[src/rtl/acc_cpu_pkg.sv]
package acc_cpu_pkg;

  // decimal addressing: two address digits
  localparam int CELLS = 100;

  typedef enum logic [4:0] {
    S_FETCH, S_MEMRD, S_LOADIR,
    S_OPADDR, S_OPRD, S_ALU,
    S_STDATA, S_STWR,
    S_BRANCH, S_IN, S_OUT,
    S_NEG1, S_NEG2,
    S_PUSHPC, S_PUSHMAR, S_PUSHMDR, S_PUSHWR, S_PUSHSP,
    S_INCPC, S_HALT
  } step_e;

  typedef enum logic [3:0] {
    OP_HALT, OP_ADD, OP_SUB, OP_STORE, OP_PUSH, OP_LOAD,
    OP_BR, OP_BRZ, OP_BRP, OP_IN, OP_OUT, OP_NEG, OP_NOP
  } op_e;

  typedef enum logic [2:0] {
    ALU_PASS, ALU_ADD, ALU_SUB, ALU_INV, ALU_INC
  } alu_fn_e;

endpackage

[src/rtl/acc_decode.sv]
module acc_decode
  import acc_cpu_pkg::*;
#(
  parameter int DATA_W = 16,
  parameter int ADDR_W = 7
) (
  input  logic [DATA_W-1:0] word,
  output op_e               op,
  output logic [ADDR_W-1:0] addr
);

  localparam logic [DATA_W-1:0] RADIX = DATA_W'(CELLS);

  logic [DATA_W-1:0] lead;

  assign lead = word / RADIX;
  assign addr = ADDR_W'(word % RADIX);

  always_comb begin
    op = OP_NOP;
    case (lead)
      DATA_W'(0): op = OP_HALT;
      DATA_W'(1): op = OP_ADD;
      DATA_W'(2): op = OP_SUB;
      DATA_W'(3): op = OP_STORE;
      DATA_W'(4): op = OP_PUSH;
      DATA_W'(5): op = OP_LOAD;
      DATA_W'(6): op = OP_BR;
      DATA_W'(7): op = OP_BRZ;
      DATA_W'(8): op = OP_BRP;
      DATA_W'(9): begin
        case (addr)
          ADDR_W'(1): op = OP_IN;
          ADDR_W'(2): op = OP_OUT;
          ADDR_W'(3): op = OP_NEG;
          default:    op = OP_NOP;
        endcase
      end
      default: op = OP_NOP;
    endcase
  end

endmodule

[src/rtl/acc_alu.sv]
module acc_alu
  import acc_cpu_pkg::*;
#(
  parameter int DATA_W = 16
) (
  input  alu_fn_e           fn,
  input  logic [DATA_W-1:0] a,
  input  logic [DATA_W-1:0] b,
  output logic [DATA_W-1:0] y
);

  always_comb begin
    case (fn)
      ALU_ADD: y = a + b;
      ALU_SUB: y = a - b;
      ALU_INV: y = ~a;
      ALU_INC: y = a + DATA_W'(1);
      default: y = b;
    endcase
  end

endmodule

[src/rtl/acc_seq.sv]
module acc_seq
  import acc_cpu_pkg::*;
(
  input  logic  clk,
  input  logic  rst,
  input  op_e   op_mdr,
  input  op_e   op_ir,
  output step_e step,
  output step_e step_nx
);

  always_comb begin
    step_nx = step;
    case (step)
      S_FETCH:  step_nx = S_MEMRD;
      S_MEMRD:  step_nx = S_LOADIR;
      S_LOADIR: begin
        case (op_mdr)
          OP_HALT:                          step_nx = S_HALT;
          OP_ADD, OP_SUB, OP_LOAD, OP_STORE: step_nx = S_OPADDR;
          OP_BR, OP_BRZ, OP_BRP:            step_nx = S_BRANCH;
          OP_IN:                            step_nx = S_IN;
          OP_OUT:                           step_nx = S_OUT;
          OP_NEG:                           step_nx = S_NEG1;
          OP_PUSH:                          step_nx = S_PUSHPC;
          default:                          step_nx = S_INCPC;
        endcase
      end
      S_OPADDR:  step_nx = (op_ir == OP_STORE) ? S_STDATA : S_OPRD;
      S_OPRD:    step_nx = S_ALU;
      S_ALU:     step_nx = S_INCPC;
      S_STDATA:  step_nx = S_STWR;
      S_STWR:    step_nx = S_INCPC;
      S_BRANCH:  step_nx = S_FETCH;
      S_IN:      step_nx = S_INCPC;
      S_OUT:     step_nx = S_INCPC;
      S_NEG1:    step_nx = S_NEG2;
      S_NEG2:    step_nx = S_INCPC;
      S_PUSHPC:  step_nx = S_PUSHMAR;
      S_PUSHMAR: step_nx = S_PUSHMDR;
      S_PUSHMDR: step_nx = S_PUSHWR;
      S_PUSHWR:  step_nx = S_PUSHSP;
      S_PUSHSP:  step_nx = S_FETCH;
      S_INCPC:   step_nx = S_FETCH;
      S_HALT:    step_nx = S_HALT;
      default:   step_nx = S_FETCH;
    endcase
  end

  always_ff @(posedge clk) begin
    if (rst) step <= S_FETCH;
    else     step <= step_nx;
  end

endmodule

[src/rtl/acc_cpu.sv]
module acc_cpu
  import acc_cpu_pkg::*;
#(
  parameter int DATA_W  = 16,
  parameter int ADDR_W  = 7,
  parameter int SP_INIT = 0
) (
  input  logic              clk,
  input  logic              rst,
  output logic [ADDR_W-1:0] mem_addr,
  output logic [DATA_W-1:0] mem_wdata,
  output logic              mem_we,
  input  logic [DATA_W-1:0] mem_rdata,
  input  logic [DATA_W-1:0] in_data,
  input  logic              in_valid,
  output logic [DATA_W-1:0] out_data,
  output logic              out_valid,
  output logic              halted
);

  localparam logic [ADDR_W-1:0] LAST_CELL = ADDR_W'(CELLS - 1);
  localparam logic [ADDR_W-1:0] SP_RESET  = ADDR_W'(SP_INIT);
  localparam int                PAD_W     = DATA_W - ADDR_W;

  logic [ADDR_W-1:0] pc_q, mar_q, sp_q;
  logic [DATA_W-1:0] ir_q, acc_q, ior_q, wdr_q;
  logic              we_q, outv_q, halt_q;

  step_e             step, step_nx;
  op_e               op_mdr, op_ir;
  logic [ADDR_W-1:0] unused_mdr_addr;
  logic [ADDR_W-1:0] ir_addr;
  logic [ADDR_W-1:0] pc_next, sp_next;
  alu_fn_e           alu_fn;
  logic [DATA_W-1:0] alu_y;
  logic              taken;

  // decode of the fresh read word picks the execute path
  acc_decode #(.DATA_W(DATA_W), .ADDR_W(ADDR_W)) u_dec_mdr (
    .word (mem_rdata),
    .op   (op_mdr),
    .addr (unused_mdr_addr)
  );

  // decode of the held instruction feeds operand steps
  acc_decode #(.DATA_W(DATA_W), .ADDR_W(ADDR_W)) u_dec_ir (
    .word (ir_q),
    .op   (op_ir),
    .addr (ir_addr)
  );

  acc_seq u_seq (
    .clk     (clk),
    .rst     (rst),
    .op_mdr  (op_mdr),
    .op_ir   (op_ir),
    .step    (step),
    .step_nx (step_nx)
  );

  acc_alu #(.DATA_W(DATA_W)) u_alu (
    .fn (alu_fn),
    .a  (acc_q),
    .b  (mem_rdata),
    .y  (alu_y)
  );

  assign pc_next = (pc_q == LAST_CELL) ? '0 : pc_q + ADDR_W'(1);
  assign sp_next = (sp_q == LAST_CELL) ? '0 : sp_q + ADDR_W'(1);

  always_comb begin
    case (op_ir)
      OP_BR:   taken = 1'b1;
      OP_BRZ:  taken = (acc_q == '0);
      OP_BRP:  taken = ~acc_q[DATA_W-1];
      default: taken = 1'b0;
    endcase
  end

  always_comb begin
    alu_fn = ALU_PASS;
    case (step)
      S_ALU: begin
        if (op_ir == OP_ADD)      alu_fn = ALU_ADD;
        else if (op_ir == OP_SUB) alu_fn = ALU_SUB;
        else                      alu_fn = ALU_PASS;
      end
      S_NEG1:  alu_fn = ALU_INV;
      S_NEG2:  alu_fn = ALU_INC;
      default: alu_fn = ALU_PASS;
    endcase
  end

  always_ff @(posedge clk) begin
    if (rst) begin
      pc_q   <= '0;
      mar_q  <= '0;
      sp_q   <= SP_RESET;
      ir_q   <= '0;
      acc_q  <= '0;
      ior_q  <= '0;
      wdr_q  <= '0;
      we_q   <= 1'b0;
      outv_q <= 1'b0;
      halt_q <= 1'b0;
    end else begin
      we_q   <= (step_nx == S_STWR) || (step_nx == S_PUSHWR);
      outv_q <= (step == S_OUT);
      halt_q <= (step_nx == S_HALT);
      if (in_valid && step != S_OUT) ior_q <= in_data;
      case (step)
        S_FETCH:   mar_q <= pc_q;
        S_LOADIR:  ir_q  <= mem_rdata;
        S_OPADDR:  mar_q <= ir_addr;
        S_ALU:     acc_q <= alu_y;
        S_STDATA:  wdr_q <= acc_q;
        S_BRANCH:  pc_q  <= taken ? ir_addr : pc_next;
        S_IN:      acc_q <= ior_q;
        S_OUT:     ior_q <= acc_q;
        S_NEG1:    acc_q <= alu_y;
        S_NEG2:    acc_q <= alu_y;
        S_PUSHPC:  pc_q  <= pc_next;
        S_PUSHMAR: mar_q <= sp_q;
        S_PUSHMDR: wdr_q <= {{PAD_W{1'b0}}, pc_q};
        S_PUSHSP:  sp_q  <= sp_next;
        S_INCPC:   pc_q  <= pc_next;
        default:   ;
      endcase
    end
  end

  assign mem_addr  = mar_q;
  assign mem_wdata = wdr_q;
  assign mem_we    = we_q;
  assign out_data  = ior_q;
  assign out_valid = outv_q;
  assign halted    = halt_q;

endmodule

[config.mk]
export PLATFORM = sky130hd
export DESIGN_NAME = acc_cpu
export DESIGN_NICKNAME = d
export VERILOG_FILES = /design/src/rtl/acc_cpu_pkg.sv /design/src/rtl/acc_decode.sv /design/src/rtl/acc_alu.sv /design/src/rtl/acc_seq.sv /design/src/rtl/acc_cpu.sv
export SDC_FILE = /design/constraint.sdc
export NUM_CORES = 1
export LEC_CHECK = 0
export ABC_AREA = 1
export BUFFER_PORTS_ARGS = -buffer_cell sky130_fd_sc_hd__buf_2
export CAP_MARGIN = 20
export CORE_MARGIN = 2
export CORE_UTILIZATION = 40
export CTS_BUF_LIST = sky130_fd_sc_hd__clkbuf_8
export CTS_CLUSTER_DIAMETER = 80
export DETAILED_ROUTE_END_ITERATION = 16
export PLACE_DENSITY = 0.63
export SETUP_SLACK_MARGIN = 0.5
export SLEW_MARGIN = 20
export SYNTH_ARGS = -nofsm -noshare
export SYNTH_HDL_FRONTEND = slang
export SYNTH_SLANG_ARGS = --single-unit
[constraint.sdc]
create_clock -name clk -period 9.21 [get_ports clk]
set_clock_uncertainty 0.05 [all_clocks]
set_input_delay 0.921 -clock clk [delete_from_list [all_inputs] [get_ports clk]]
set_output_delay 0.921 -clock clk [all_outputs]
set_load 0.005 [all_outputs]
==> impl_metrics.yaml <==
sta:
  fmaxAchievable_mhz: 118
  rsz0062_at_grt: "true"
  fin_hold_ws_ns: 0.414
  timing.final.setup_violations: 0
  slew-limit-headroom_pct: 40.2
  timing.final.hold_violations: 0
  post-route-min-period_ns: 8.49
  tightestPinTransition_ns: 0.896
  slew_violations: 0
  final_min_period_over_clock_period_pct: 92.2
floorplanning:
  ioPinCount: 77
  core_area_um2: 22000
  initial_utilization_pct: 41.0
  die_y_um: 154
  die_width_um: 154
  fp-row-count: 54
  die_area_um2: 23800
placement:
  globalplace.congestion: 0.875
  dp_hpwl_um: 20000
  buffer_ports.inserted: 76
worst_setup_path:
  critical_path.n_buffers_inverters: 4
  worst_path_arrival_time_ns: 8.77
  rr_startpoint: "ir_q[11]"
  critPathMaxStageDelay_ns: 0.39
  cell_family_with_the_largest_share_of_critical_path_delay: "simple AND/OR/NAND/NOR gates"
  critPathLaunch: "ir_q[11]"
  crit_path_max_fanout: 7
  timing.critical_path.required_ns: 9.49
  crit-reg2reg-capture: "acc_q[15]"
  critPathMostFrequentCell: "nand2_4"
  worst_setup_path_start_kind: "flip-flop"
  critical_path_top_delay_cell: "dfxtp_2"
  worst_setup_path_end_kind: "flip-flop"
  crit_type: "flip-flop to flip-flop"
  r2r_slack_ns: 0.72
  worstSetupEndpoint: "acc_q[15]"
  timing.critical_path.depth: 72
  worst_r2r_path_depth: 72
route:
  drt-vias-per-instance: 5.29
  drt_first_iter_violations: 611
  drt-total-wl_um: 26500
  first_pass_iters: 5
  num_vias: 10100
  post-route-drc-count: 0
  antenna_left: 0
  routed_wire_length_per_instance_um: 13.9
flow_run:
  max-cap-violations: 0
global_route:
  vias_in_the_first_global_route: 8991
  gr-total-overflow: 0
  grt_pass1_wl_um: 42700
  grtUsageTotal_pct: 21.4
  maximum_number_of_pins_on_one_net_before_global_route_repair: 42
  antenna_found_initial: 3
synth:
  synth-seq-area-share_pct: 20.7
  ys_warn_count: 0
  ys_top_cells_by_area: "dfxtp_1, nand2_1, nand3_1"
  synth_top_cell_by_area: "dfxtp_1"
  synthesis.nets: 1583
  synth_top_cell_area_share_pct: 20.7
  synthArstFlopShare_pct: 0
  ys_top_cells_by_count: "nand2_1, inv_1, nand3_1, nor2_1, o21ai_0"
  ys_types: 52
  post-synth-top-count-cell: "nand2_1"
  count_of_flip_flops_with_a_built_in_enable_after_synthesis: 0
  ys.flop_type: "dfxtp_1"
  syn-mean-instance-area_um2: 5.92
  synth_cells: 1523
  ys_ff_latch: 93
  synthesis.area_um2: 9010
cells_and_area:
  nets: 1679
  drive_above_1_share_pct: 20.9
  area_delta_synth_final_pct: 17.6
  antenna_cells: 0
clocking:
  cts_hold_repair.buffers: 0
  tritoncts: "built"
  numClockSinks: 93
  cts-root-buf: "clkbuf_8"
  cts_max_level: 3
  clk_latency_ns: 0.38
  clk_transition_reported_paths_ns: 0.10
  clock_tree.buffer_depth: 2
  total_clock_buffers_created_by_cts: 9
min_path:
  worstHoldPathType: "flip-flop to flip-flop"
outcome:
  run_status: "finished, final reports clean"
[timing repair]
| item | 4_1_cts | 5_1_grt |
|---|---|---|
| setup endpoints to repair | 1 | 6 |
| pin swaps | 1 | 66 |
| buffers inserted | 0 | 39 |
| gates resized for setup | 2 | 112 |
| cloned | 1 | 1 |
[worst min-delay path by stage]
stage               cells after the start  slack, ns      endpoint    startpoint
CTS                                     2       0.42  mem_wdata[7]  mem_wdata[7]
detailed placement                      2       0.40  mem_wdata[7]  mem_wdata[7]
global placement                        2       0.40  mem_wdata[7]  mem_wdata[7]
floorplan                               1       0.39       sp_q[6]       sp_q[6]
global route                            2       0.45  mem_wdata[7]  mem_wdata[7]
finish                                  2       0.41  mem_wdata[7]  mem_wdata[7]
[flip-flops by register name (all words and copies together) (netlist names)]
name	cells
acc_q	16
halted	1
ir_q	16
mem_addr	7
mem_wdata	16
mem_we	1
out_data	16
out_valid	1
pc_q	7
sp_q	7
u_seq.step	5
[tightest hold or removal path: stages, from the launching register on]
cell     delay (ns)
dfxtp_1        0.32
nand2_1        0.06
a21oi_1        0.05
[layer usage]
metal	vias up	part of all wire (%)	track usage, %
met3	35	4.2	2.79
met2	217	48	36.7
met1	4590	46	28.5
met4	6	1.5	5.30
met5	-	0.13	0
li1	5225	-	-
[layout by cell type, fill, tap and decap left out, drive strengths merged, types with 11 or more instances in the layout]
cell,count
a21oi,85
a31oi,20
buf,120
clkbuf,11
dfxtp,93
ha,24
inv,211
nand2,437
nand3,163
nand4,39
nor2,142
nor3,25
nor4,11
o21ai,149
xor2,19
[metrics by stage]
step	TNS (ns)	std cells	setup WS [ns]	utilization, %	instance area, um^2
2_1_floorplan	0	1523	1.58	-	9010
3_3_place_gp	0	1847	0.764	43.9	9630
3_5_place_dp	0	1847	0.460	43.9	9630
4_1_cts	0	1864	0.607	44.9	9850
5_1_grt	-0.00751	1904	-0.00751	48.3	10600
6_report	0	1904	0.720	48.3	10600
[cells by family (layout without fill, tap and decap cells)]
group	after synthesis	after routing	synth area share, %
DFF	93	93	20.7
xor gates and xnor gates	27	27	2.62
and+or+nand+nor	835	837	44.9
AOI/OAI and AO/OA	288	288	17.5
buffers and inverters	255	354	10.8
adders and majority gates	25	25	3.55
[final cells by class]
cell class                      instances  area [um^2]
Fill cell                            2333        11400
Multi-Input combinational cell       1177         6660
Sequential cell                        93         1870
Inverter                              218          821
Timing Repair Buffer                  120          714
Tap cell                              280          350
Clock buffer                           11          151
Clock inverter                          5         41.3
Power is not shown: default switching activity piles up to over one toggle a cycle in this logic, so the estimate is an artifact.
